[src/rtl/rdseq_pkg.sv]
package rdseq_pkg;
    localparam int KEY_W      = 13;
    localparam int PREFIX_LEN = 6;
    localparam int IDX_W      = $clog2(PREFIX_LEN + 1);

    localparam logic [KEY_W-1:0] KEY_UNLOCK = 13'h041A;
    localparam logic [KEY_W-1:0] KEY_LOCK   = 13'h040A;

    typedef enum logic [IDX_W-1:0] {
        TRK_IDLE = 3'd0,
        TRK_GOT1 = 3'd1,
        TRK_GOT2 = 3'd2,
        TRK_GOT3 = 3'd3,
        TRK_GOT4 = 3'd4,
        TRK_GOT5 = 3'd5,
        TRK_GOT6 = 3'd6
    } trk_state_t;

    // Key expected at a given step of the shared prefix.
    function automatic logic [KEY_W-1:0] prefix_key(input logic [IDX_W-1:0] idx);
        logic [KEY_W-1:0] k;
        case (idx)
            3'd0:    k = 13'h1823;
            3'd1:    k = 13'h1820;
            3'd2:    k = 13'h1822;
            3'd3:    k = 13'h0418;
            3'd4:    k = 13'h041B;
            3'd5:    k = 13'h0419;
            default: k = 13'h1FFF;
        endcase
        return k;
    endfunction
endpackage

[src/rtl/rdseq_key_match.sv]
module rdseq_key_match
    import rdseq_pkg::*;
#(
    parameter int ADDR_W = 19
) (
    input  logic [ADDR_W-1:0] addr,
    input  logic [IDX_W-1:0]  step_idx,
    output logic              hit_next,
    output logic              hit_first,
    output logic              hit_unlock,
    output logic              hit_lock
);
    logic [KEY_W-1:0] key;

    generate
        if (ADDR_W > KEY_W) begin : g_wide
            logic unused_hi;
            assign unused_hi = ^addr[ADDR_W-1:KEY_W];
            assign key = addr[KEY_W-1:0];
        end else begin : g_narrow
            assign key = KEY_W'(addr);
        end
    endgenerate

    always_comb begin
        hit_next   = (step_idx < IDX_W'(PREFIX_LEN)) && (key == prefix_key(step_idx));
        hit_first  = (key == prefix_key('0));
        hit_unlock = (key == KEY_UNLOCK);
        hit_lock   = (key == KEY_LOCK);
    end
endmodule

[src/rtl/rdseq_tracker.sv]
module rdseq_tracker
    import rdseq_pkg::*;
(
    input  logic             clk,
    input  logic             rst_n,
    input  logic             rd_stb,
    input  logic             wr_stb,
    input  logic             hit_next,
    input  logic             hit_first,
    input  logic             hit_unlock,
    input  logic             hit_lock,
    output logic [IDX_W-1:0] step_idx,
    output logic             unlock_req,
    output logic             lock_req
);
    trk_state_t state_q, state_d;
    logic       rd_ok;

    assign rd_ok = rd_stb && !wr_stb;

    always_ff @(posedge clk) begin
        if (!rst_n) state_q <= TRK_IDLE;
        else        state_q <= state_d;
    end

    always_comb begin
        state_d = state_q;
        if (wr_stb) begin
            state_d = TRK_IDLE;                                   // ABORT
        end else if (rd_stb) begin
            unique case (state_q)
                TRK_GOT6: state_d = hit_first ? TRK_GOT1 : TRK_IDLE;  // FINISH
                TRK_IDLE, TRK_GOT1, TRK_GOT2, TRK_GOT3,
                TRK_GOT4, TRK_GOT5: begin
                    if (hit_next)       state_d = trk_state_t'(state_q + 1'b1); // ADVANCE
                    else if (hit_first) state_d = TRK_GOT1;               // RESTART
                    else                state_d = TRK_IDLE;               // RESTART
                end
                default: state_d = TRK_IDLE;
            endcase
        end
    end

    always_comb begin
        step_idx   = IDX_W'(state_q);
        unlock_req = 1'b0;
        lock_req   = 1'b0;
        unique case (state_q)
            TRK_GOT6: begin
                unlock_req = rd_ok && hit_unlock;
                lock_req   = rd_ok && hit_lock;
            end
            default: ;
        endcase
    end

    // a write leaves no partial match behind
    p_wr_abort_r6: assert property (@(posedge clk) disable iff (!rst_n)
        wr_stb |=> state_q == TRK_IDLE);

    // the tracker moves forward by at most one step per read
    p_advance_one_r5: assert property (@(posedge clk) disable iff (!rst_n)
        (state_q > TRK_GOT1 && state_q != $past(state_q))
            |-> ($past(state_q) == trk_state_t'(state_q - 1'b1)));

    // never both outcomes at once
    p_req_excl_r3: assert property (@(posedge clk) disable iff (!rst_n)
        $onehot0({unlock_req, lock_req}));
endmodule

[src/rtl/rdseq_prot_flag.sv]
module rdseq_prot_flag (
    input  logic clk,
    input  logic rst_n,
    input  logic set_req,
    input  logic clr_req,
    output logic protect_q
);
    always_ff @(posedge clk) begin
        if (!rst_n)       protect_q <= 1'b1;
        else if (set_req) protect_q <= 1'b1;
        else if (clr_req) protect_q <= 1'b0;
    end

    // reset leaves the flag set
    p_reset_set_r1: assert property (@(posedge clk)
        !rst_n |=> protect_q);

    // without a request the flag holds
    p_hold_r8: assert property (@(posedge clk) disable iff (!rst_n)
        (!set_req && !clr_req) |=> $stable(protect_q));
endmodule

[src/rtl/rdseq_protect.sv]
module rdseq_protect
    import rdseq_pkg::*;
#(
    parameter int ADDR_W = 19
) (
    input  logic              clk,
    input  logic              rst_n,
    input  logic              rd_stb,
    input  logic [ADDR_W-1:0] rd_addr,
    input  logic              wr_stb,
    output logic              protect
);
    logic [IDX_W-1:0] step_idx;
    logic hit_next, hit_first, hit_unlock, hit_lock;
    logic unlock_req, lock_req;

    rdseq_key_match #(.ADDR_W(ADDR_W)) u_match (
        .addr(rd_addr), .step_idx(step_idx),
        .hit_next(hit_next), .hit_first(hit_first),
        .hit_unlock(hit_unlock), .hit_lock(hit_lock)
    );

    rdseq_tracker u_trk (
        .clk(clk), .rst_n(rst_n), .rd_stb(rd_stb), .wr_stb(wr_stb),
        .hit_next(hit_next), .hit_first(hit_first),
        .hit_unlock(hit_unlock), .hit_lock(hit_lock),
        .step_idx(step_idx), .unlock_req(unlock_req), .lock_req(lock_req)
    );

    rdseq_prot_flag u_flag (
        .clk(clk), .rst_n(rst_n), .set_req(lock_req), .clr_req(unlock_req),
        .protect_q(protect)
    );

    // the flag only drops after a read that no write overrode
    p_fall_on_read_r2: assert property (@(posedge clk) disable iff (!rst_n)
        $fell(protect) |-> ($past(rd_stb) && !$past(wr_stb)));

    // the flag only rises after such a read, once out of reset
    p_rise_on_read_r3: assert property (@(posedge clk) disable iff (!rst_n)
        ($rose(protect) && $past(rst_n)) |-> ($past(rd_stb) && !$past(wr_stb)));
endmodule

[config.mk]
export PLATFORM = sky130hd
export DESIGN_NAME = rdseq_protect
export DESIGN_NICKNAME = d
export VERILOG_FILES = /design/src/rtl/rdseq_pkg.sv /design/src/rtl/rdseq_key_match.sv /design/src/rtl/rdseq_tracker.sv /design/src/rtl/rdseq_prot_flag.sv /design/src/rtl/rdseq_protect.sv
export SDC_FILE = /design/constraint.sdc
export NUM_CORES = 1
export LEC_CHECK = 0
export BUFFER_PORTS_ARGS = -buffer_cell sky130_fd_sc_hd__buf_2
export CORE_AREA = 2 2 39 41
export CTS_CLUSTER_DIAMETER = 60
export CTS_CLUSTER_SIZE = 28
export DETAILED_ROUTE_END_ITERATION = 8
export DIE_AREA = 0 0 41 43
export GPL_ROUTABILITY_DRIVEN = 0
export PLACE_DENSITY_LB_ADDON = 0.3
export RECOVER_POWER = 50
export SYNTH_ARGS = -nofsm -noshare
export SYNTH_HDL_FRONTEND = slang
export SYNTH_SLANG_ARGS = --single-unit
[constraint.sdc]
create_clock -name clk -period 2 [get_ports clk]
set_input_delay 0.4 -clock clk [delete_from_list [all_inputs] [get_ports clk]]
set_output_delay 0.4 -clock clk [all_outputs]
set_load 0.03 [all_outputs]
# Yosys cells after proc, flatten, opt, wreduce, memory -nomap -nowiden

Cells that the tools add are included.

Output and inout port bits: 1
Bits in registers: 4
Input port bits: 23
Word-level logic and storage cells: 30

Add/subtract/negate cells: 1
Bitwise operators: 1
Equality and inequality tests: 10
Reductions and logical operators: 9
Mux-type cells: 6
Order comparisons: 1

Operators by type and width:

| cell                 | number |
|---|---|
| $pmux 13 s6          | 1 |
| $eq 13x11->1 const B | 2 |
| $eq 13x13->1         | 1 |
| $eq 13x13->1 const B | 1 |
| $eq 3x3->1 const B   | 3 |
| $eq 3x2->1 const B   | 2 |
| $pmux 3 s2           | 1 |
| $reduce_or 6->1      | 1 |
| $logic_and 1x1->1    | 4 |
| $reduce_or 2->1      | 2 |
| $add 3x1->3 const B  | 1 |
| $eq 3x1->1 const B   | 1 |
| $logic_not 3->1      | 1 |
| $lt 3x3->1 const B   | 1 |
| $mux 1               | 3 |
| $mux 3               | 1 |
| $logic_not 1->1      | 1 |
| $not 1->1            | 1 |

# Depth between registers and ports, before layout

Gate-level depths: netlist (run 1).

Depth after elaboration: 6
Depth in mapped cells: 8

# Cells and area by module

From an unflattened synthesis (run 1), not the netlist that was laid out.

Cell total of the unflattened synthesis: 62
Area, all modules: 466.7 µm²

Modules (own cells, without submodules):

| module          | cells an instance | times used | area each (µm²) |
|---|---|---|---|
| rdseq_tracker   | 25                | 1          | 219.0 |
| rdseq_key_match | 34                | 1          | 214.0 |
| rdseq_prot_flag | 3                 | 1          | 33.8 |

# Least setup slack after synthesis (run 1)

No wires, ideal clock.

Path type: flip-flop to flip-flop
From: register u_trk.state_q[2], in the netlist u_trk.step_idx[2]
To: register u_trk.state_q[0], in the netlist u_trk.step_idx[0]
Arrival time: 1724 ps
Path slack: 148 ps
Cell stages (with the launch flop): 9
Path buffers: 1
Setup time: 128 ps
Path through: dfxtp_1 buf_2 inv_1 ha_1 or3_1 nor4_1 o22a_1 a31o_1 o211ai_2

Longest elaborated chain between the ends: 6
Elaborated cells on any way between the ends: 14
Those cells by class: order compare (1); eq/ne (7); mux (3); reduce/logical (3)

RTL lines:

| what                                     | RTL line                             | RTL |
|---|---|---|
| start, declared                          | rdseq_tracker.sv:16                  | `trk_state_t state_q, state_d;` |
| start signal, assigned                   | rdseq_tracker.sv:23                  | `else state_q <= state_d;` |
| $eq 3x3->1, or another cell as far along | rdseq_pkg.sv:22, rdseq_tracker.sv:31 |  |
| $pmux 13 s6                              | rdseq_pkg.sv:22                      | `case (idx)` |
| $eq 13x13->1                             | rdseq_key_match.sv:26                | `hit_next = (step_idx < IDX_W'(PREFIX_LEN)) && (key == prefix_key(step_idx));` |
| $logic_and 1x1->1                        | rdseq_key_match.sv:26                |  |
| $mux 3                                   | rdseq_tracker.sv:35                  | `if (hit_next) state_d = trk_state_t'(state_q + 1'b1);` |
| $pmux 3 s2 (*)                           | rdseq_tracker.sv:31                  | `unique case (state_q)` |

Mark *: on every way between the ends. The rest lies on a longest branch, timed or not.
A chain may end at the register's enable or synchronous reset.

# Worst setup path after layout (run 1)

From: register u_trk.state_q[1], in the netlist u_trk.step_idx[1]
To: register u_trk.state_q[0], in the netlist u_trk.step_idx[0]

Same word-level chain as after synthesis.

==> flow_summary.yaml, run 1 <==
logic_synthesis:
  netlist_instances: 72
  synth_ff_type: "dfxtp_1"
  ys_ff_latch: 4
  synth_area_um2: 579.3
  synthArstFlopShare_pct: 0
  ys_warn_count: 0
  synth_nets: 100
  synth_cell_types: 39
  synth_edf_count: 0
  synth_area_per_cell_um2: 8.046
  yosysSeqAreaShare_pct: 13.82
timing:
  fmax_mhz: 526.0
  slew_viol_final: 0
  clock_skew_ns: 0.01120
  hold-worst-slack_ns: 0.3544
  hold_violations: 0
  setup_viol: 0
  relSlewSlack_pct: 64.04
  layout_min_cycle_time_ns: 1.901
  worst_slew_pin_slew_ns: 0.5319
  post-route-period-util_pct: 95.07
clock_network:
  clock_path_buffers: 2
  cts_tree: "done"
  cts.sinks: 4
  clk_pin_slew_ns: 0.04
  ctsHtreeMaxLevel: 1
  clock_latency_ns: 0.25
  postCtsSetupRepairBufs: 0
  cts-root-buf: "clkbuf_4"
  cts_hold_buf: 0
  cts_buffers: 3
worst_hold_path:
  hold_path.class: "primary input to flop"
  whs_path_depth: 2
place:
  hpwl_mm: 1.138
  port-buffer-count: 17
  dpl_cell_area_um2: 724.4
worst_setup_path:
  cp_max_fo: 5
  cp_data_required_time_ns: 2.11
  crit_arrival_ns: 2.01
  cp-start-kind: "flop"
  end_kind: "flop"
  ff2ff_path_depth: 7
  worstSetupPathType: "flop to flop"
drt:
  wire_per_inst_um: 12.87
  routed_via_density: 5.611
  drtIter0Drc: 11
  drcViolationCount: 0
  routed_wl_mm: 1.454
  firstDrtPassIters: 4
  vias: 634
  ant_nets: 0
cells_and_area:
  nFillCells: 129
  final_common_cell: "buf_2"
  multiInputGateArea_um2: 528.0
  fin_util_pct: 58.05
  final_cell_area_um2: 803.3
  drive_above_1_share_pct: 45.36
  synthToLayoutAreaGrowth_pct: 38.66
  n_antenna_cell: 0
  final_cell_mix: "buf_2, inv_1, nand2_1, buf_4, nor3_1"
  regArea_um2: 81.33
  nets: 127
run:
  max-cap-violations: 0
power:
  power_density_nw_per_um2: 287.5
  total_power_w: 0.0002309
  leakagePower_nw: 0.3249
  ir_worst_vdd_mv: 0.4890
die:
  std_cell_rows: 14
  dieHeight_um: 43
  start_util_pct: 41.86
  num_io_pins: 24
  fp.dieW_um: 41
  core-area_um2: 1384
  dieArea_um2: 1763
global_route:
  grt_pass1_wl_mm: 2.208
  grt_pass1_vias: 540
  track_usage_pct: 17.99
  antenna_found_initial: 0
  grt_overflow: 0
  grt_start_max_net_pins: 12
outcome:
  status: "finished clean"
timing repair:
item	in CTS	in global routing
setup endpoints to repair	1	3
pin swaps	0	3
resized for setup	1	13
through the flow:
step                setup TNS [ns]  worst slack (ns)  std cells
floorplan                        0            0.1478         72
global placement                 0          0.006494        110
detailed placement               0          0.003020        110
CTS                              0          0.001812        113
global route             -0.005065         -0.005065        113
finish                           0           0.09868        113
per-layer routing:
metal  vias to the layer above  wire (um)  track usage, %
met2                        17        738           29.38
met5                         -          0               0
li1                        328          -               -
met1                       287        641           22.58
met4                         0         14           4.000
met3                         2         59           4.712
cells in the mapped netlist (2+ instances only):
library cell,n,area [um2]
a211oi_2,2,25.02
dfxtp_1,4,80.08
ha_1,5,62.56
inv_1,6,22.52
nand2_1,6,22.52
nand2b_1,2,12.51
nand3_1,4,20.02
nor2_1,2,7.510
nor3_1,5,25.02
nor3_2,2,20.02
nor4_1,2,12.51
o21ai_0,2,10.01
o21ai_1,2,10.01
o21bai_1,2,15.01
or3_1,2,12.51
critical path, cell delays in order, from the launching register on:
cell and delay [ns]:
dfxtp_1 0.38, inv_1 0.12, ha_2 0.23, or3_4 0.39, nor4_2 0.26, o22a_1 0.17
a31o_1 0.16, o211ai_2 0.07
path summary, 6_finish.rpt:
kind | slack, ns | startpoint | end
max | 0.1 | u_trk.step_idx[1] | u_trk.step_idx[0]
min | 0.35 | rst_n | u_flag.protect_q
max reg2reg | 0.1 | u_trk.step_idx[1] | u_trk.step_idx[0]
min reg2reg | 0.49 | u_flag.protect_q | u_flag.protect_q
report_power, final:
group / leakage [nW] / total (W) / internal [W] / switching [W]
clock: 0.0138 / 0.000107 / 0.0000675 / 0.0000393
sequential: 0.0328 / 0.0000801 / 0.0000801 / 0.00000000209
combinational: 0.278 / 0.0000439 / 0.0000214 / 0.0000226
total: 0.325 / 0.000231 / 0.000169 / 0.0000619
layout make-up:
cell class | instances | area share [%]
multi-input cells | 61 | 65.73
repair buffers | 23 | 16.04
flip-flops and latches | 4 | 10.12
clock buffers | 3 | 2.804
inverters | 6 | 2.804
well taps | 16 | 2.492
registers in the layout (all words and copies together) (netlist names):
name	flops
u_flag.protect_q	1
u_trk.step_idx	3
logic make-up (layout without fill, tap and decap cells):
| kind of cell | Yosys count | after routing | synth area share, % |
|---|---|---|---|
| AND/OR/NAND/NOR | 37 | 37 | 43.41 |
| AO/OA/AOI/OAI | 19 | 19 | 27.22 |
| buffers and inverters | 7 | 32 | 4.751 |
| adder cells (fa/ha/maj) | 5 | 5 | 10.80 |
| flip-flops | 4 | 4 | 13.82 |
No activity file was read; power rests on OpenSTA's default activity.
==> run 2, diff against run 1 <==
--- a/config.mk
+++ b/config.mk
@@ -14,6 +14,7 @@
 export GPL_ROUTABILITY_DRIVEN = 0
 export PLACE_DENSITY_LB_ADDON = 0.3
 export RECOVER_POWER = 50
+export SETUP_SLACK_MARGIN = 0.5
 export SYNTH_ARGS = -nofsm -noshare
 export SYNTH_HDL_FRONTEND = slang
 export SYNTH_SLANG_ARGS = --single-unit
==> flow_summary.yaml, run 2 (synthesis results as in run 1) <==
outcome:
  status: "finished clean"
global_route:
  grt_start_max_net_pins: 12
  track_usage_pct: 18.19
  grt_overflow: 0
  grt_pass1_wl_mm: 2.290
  antenna_found_initial: 0
  grt_pass1_vias: 576
worst_setup_path:
  path_cells: "ha_4, ha_4, or3b_1, o311a_4, a211oi_4, nand4_2, o21ai_1"
  end_kind: "flop"
  slowest_delay_ns: 0.38
  ff2ff_setup_slack_ns: 0.17
  crit_family: "simple AND/OR/NAND/NOR gates"
  cpMostUsedCell: "ha_4"
  crit_buf_inv: 0
  cp_data_required_time_ns: 2.15
  cp_max_fo: 7
  cp-start-kind: "flop"
  critPathSlowestCell: "dfxtp_4"
  worstSetupPathType: "flop to flop"
  crit_arrival_ns: 1.98
drt:
  drcViolationCount: 0
  routed_wl_mm: 1.404
  ant_nets: 0
  drtIter0Drc: 8
  wire_per_inst_um: 12.76
  vias: 617
  routed_via_density: 5.609
  firstDrtPassIters: 4
timing:
  rsz0062_at_grt: "true"
  worst_slew_pin_slew_ns: 0.4849
  slew_viol_final: 0
  worst_slack_ns: 0.1689
  layout_min_cycle_time_ns: 1.831
  setup_viol: 0
  setup_tns_ns: 0
  clock_skew_ns: 0.008497
  relSlewSlack_pct: 67.22
  hold_violations: 0
  post-route-period-util_pct: 91.56
  fmax_mhz: 546.1
cells_and_area:
  n_antenna_cell: 0
  regArea_um2: 87.58
  final_cell_mix: "buf_2, nor3_1, nand2_1"
  synthToLayoutAreaGrowth_pct: 41.25
  nets: 123
  largest_reg_flops: 3
  fin_util_pct: 59.13
  drive_above_1_share_pct: 46.81
  multiInputGateArea_um2: 563.0
  nFillCells: 114
  final_common_cell: "buf_2"
run:
  max-cap-violations: 0
place:
  preCtsSetupSlack_ns: 0.1571
  hpwl_mm: 1.101
  port-buffer-count: 17
die:
  dieHeight_um: 43
  core-area_um2: 1384
  fp.dieW_um: 41
  start_util_pct: 41.86
  num_io_pins: 24
  std_cell_rows: 14
  dieArea_um2: 1763
clock_network:
  clock_path_buffers: 2
  cts-root-buf: "clkbuf_4"
  clk_pin_slew_ns: 0.04
  clock_latency_ns: 0.23
  cts_tree: "done"
  cts_buffers: 3
  cts.sinks: 4
  ctsHtreeMaxLevel: 1
power:
  leakagePower_nw: 0.3209
  power_density_nw_per_um2: 281.4
  ir_worst_vdd_mv: 0.2753
worst_hold_path:
  hold_path.class: "primary input to flop"
## run 2: path summary, 6_finish.rpt
| kind | depth (start not counted) | endpoint | startpoint |
|---|---|---|---|
| hold reg to reg | 2 | u_flag.protect_q | u_flag.protect_q |
| hold / removal | 2 | u_flag.protect_q | rst_n |
| setup / recovery | 7 | u_trk.step_idx[1] | u_trk.step_idx[0] |
| setup reg to reg | 7 | u_trk.step_idx[1] | u_trk.step_idx[0] |
## run 2: cell type report
cell class	instances	area share, %
Multi-Input combinational cell	61	68.81
Timing Repair Buffer	19	12.08
Sequential cell	4	10.70
Clock buffer	4	3.211
Inverter	6	2.752
Tap cell	16	2.446
## run 2: where the power goes
part | switching [W] | internal (W) | total [W]
registers | 0.00000000284 | 0.0000774 | 0.0000774
clock network | 0.0000327 | 0.0000748 | 0.000108
logic | 0.0000231 | 0.0000221 | 0.0000452
total | 0.0000558 | 0.000174 | 0.000230
## run 2: repair_timing
action | CTS | global route
setup buffers | 1 | 0
pin swaps | 2 | 1
gates resized for setup | 8 | 4
cloned | 0 | 0
endpoints found under the setup margin | 3 | 4
hold buffers | 0 | 0
## run 2: routing by layer
layer  vias to the layer above  wire, um  share of wire [%]  track usage [%]
li1                        321         -                  -                -
met1                       288       654                 47            22.58
met2                         8       712                 51            32.81
met3                         0        37                2.6                0
met4                         0         0                  0            4.000
met5                         -         0                  0                0
## run 2: worst register-to-register path, stage by stage, from the launching register on
cell and delay, ns:
dfxtp_4 0.38, ha_4 0.15, ha_4 0.16, or3b_1 0.37, o311a_4 0.15, a211oi_4 0.20
nand4_2 0.18, o21ai_1 0.15
## run 2: stage by stage
stage	cells	power (W)	area [um2]	hold WS, ns
4_1_cts	110	0.0002363	817.0	0.3628
3_5_place_dp	105	0.0001224	733.2	0.4748
3_3_place_gp	105	0.0001217	733.2	0.4625
6_report	110	0.0002302	818.3	0.3665
2_1_floorplan	72	0.00009768	628.1	0.4612
5_1_grt	110	0.0002429	818.3	0.3690
==> run 3, diff against run 2 <==
==> constraint.sdc (replaced) <==
create_clock -name clk -period 2 [get_ports clk]
set_input_delay 0.4 -clock clk [delete_from_list [all_inputs] [get_ports clk]]
set_output_delay 0.4 -clock clk [all_outputs]
set_load 0.01 [all_outputs]
==> flow_summary.yaml, run 3 (synthesis results as in run 1) <==
place:
  dpl_cell_area_um2: 733.2
  hpwl_mm: 1.110
  port-buffer-count: 17
  dp.cells: 105
power:
  p_seq_share_pct: 33.6
  swShare_pct: 24.46
  pwr-share-clk_pct: 46.8
  power_density_nw_per_um2: 281.3
  ir_worst_vdd_mv: 0.3196
  leakagePower_nw: 0.3263
  p_switching_w: 0.00005647
  cellInternalPower_w: 0.0001744
  p_comb_share_pct: 19.6
worst_setup_path:
  cp_max_fo: 7
  worstSetupPathType: "flop to flop"
  cp_data_required_time_ns: 2.15
  crit_family: "simple AND/OR/NAND/NOR gates"
  critPathSlowestCell: "dfxtp_4"
  crit_arrival_ns: 1.98
  cp-start-kind: "flop"
  cpMostUsedCell: "ha_4"
  end_kind: "flop"
  ff2ff_setup_slack_ns: 0.17
  crit_buf_inv: 0
  path_cells: "ha_4, ha_4, or3b_1, o311a_4, a211oi_4, nand4_2, o21ai_1"
  slowest_delay_ns: 0.39
drt:
  top_layer: "met3"
  dr_wl_met2_um: 836
  routed_via_density: 5.874
  ant_nets: 0
  wire_per_inst_um: 13.80
  drcViolationCount: 0
  firstDrtPassIters: 4
  drtIter0Drc: 12
  routed_wl_mm: 1.532
  vias: 652
  m1WireLength_um: 648
  wl_met3_um: 47
timing:
  hold_violations: 0
  post-route-period-util_pct: 91.33
  fmax_mhz: 547.5
  worst_slew_pin_slew_ns: 0.4832
  setup_tns_ns: 0
  rsz0062_at_grt: "true"
  setup_viol: 0
  layout_min_cycle_time_ns: 1.827
  hold-worst-slack_ns: 0.3698
  relSlewSlack_pct: 67.33
  slew_viol_final: 0
  clock_skew_ns: 0.009405
clock_network:
  ctsHtreeMaxLevel: 1
  clock_path_buffers: 2
  clk_pin_slew_ns: 0.04
  cts_tree: "done"
  cts_buffers: 3
  clock_latency_ns: 0.24
  cts-root-buf: "clkbuf_4"
  cts.sinks: 4
cells_and_area:
  synthToLayoutAreaGrowth_pct: 41.68
  final_cell_area_um2: 820.8
  final_cell_mix: "buf_2, nor3_1, nand2_1"
  nets: 124
  drive_above_1_share_pct: 46.32
  fin_util_pct: 59.31
  stdcell_count: 111
  final_common_cell: "buf_2"
  n_antenna_cell: 0
  largest_reg_flops: 3
outcome:
  status: "finished clean"
worst_hold_path:
  hold_path.class: "primary input to flop"
global_route:
  antenna_found_initial: 0
  grt_pass1_vias: 630
  track_usage_pct: 19.52
  grt_start_max_net_pins: 12
  grt_pass1_wl_mm: 2.421
  grt_overflow: 0
die:
  dieHeight_um: 43
  fp.dieW_um: 41
  dieArea_um2: 1763
  std_cell_rows: 14
  num_io_pins: 24
  core-area_um2: 1384
  start_util_pct: 41.86
run:
  max-cap-violations: 0
## run 3: metal layers
metal / track usage, % / up-vias
li1: - / 324
met4: 8.667 / 0
met2: 35.31 / 15
met5: 0 / -
met3: 1.571 / 0
met1: 21.04 / 313
## run 3: path summary, 6_finish.rpt
check | from | endpoint | cells after the start
worst max-delay path | u_trk.step_idx[0] | u_trk.step_idx[1] | 7
worst min-delay path | rst_n | u_flag.protect_q | 2
worst max register to register | u_trk.step_idx[0] | u_trk.step_idx[1] | 7
worst min register to register | u_flag.protect_q | u_flag.protect_q | 2
## run 3: layout make-up
cell class	count	area, um2
repair buffers	20	106.4
inverters	6	22.52
clock buffers	4	26.28
well taps	16	20.02
flip-flops and latches	4	87.58
fillers	130	563.0
multi-input cells	61	558.0
## run 3: what timing repair did
action,4_1_cts,5_1_grt
endpoints found under the hold margin,0,0
gates cloned,0,0
buffers inserted,1,1
pin swaps,2,3
hold buffers,0,0
endpoints found under the setup margin,3,4
resized for setup,8,3
## run 3: stage by stage
| step | setup WS, ns | total power, W |
|---|---|---|
| final | 0.1734 | 0.0002309 |
| after global routing | 0.08957 | 0.0002446 |
| after CTS | 0.1861 | 0.0002390 |
| after detailed placement | 0.1434 | 0.0001229 |
| after global placement | 0.1738 | 0.0001216 |
| after floorplan | 0.3087 | 0.00009768 |
## run 3: power groups by stage
| stage | clock network [W] | registers [W] | logic [W] |
|---|---|---|---|
| floorplan | 0 | 0.0000801 | 0.0000176 |
| global placement | 0 | 0.0000801 | 0.0000416 |
| detailed placement | 0 | 0.0000801 | 0.0000428 |
| CTS | 0.000115 | 0.0000787 | 0.0000450 |
| global route | 0.000117 | 0.0000773 | 0.0000505 |
| finish | 0.000108 | 0.0000775 | 0.0000453 |
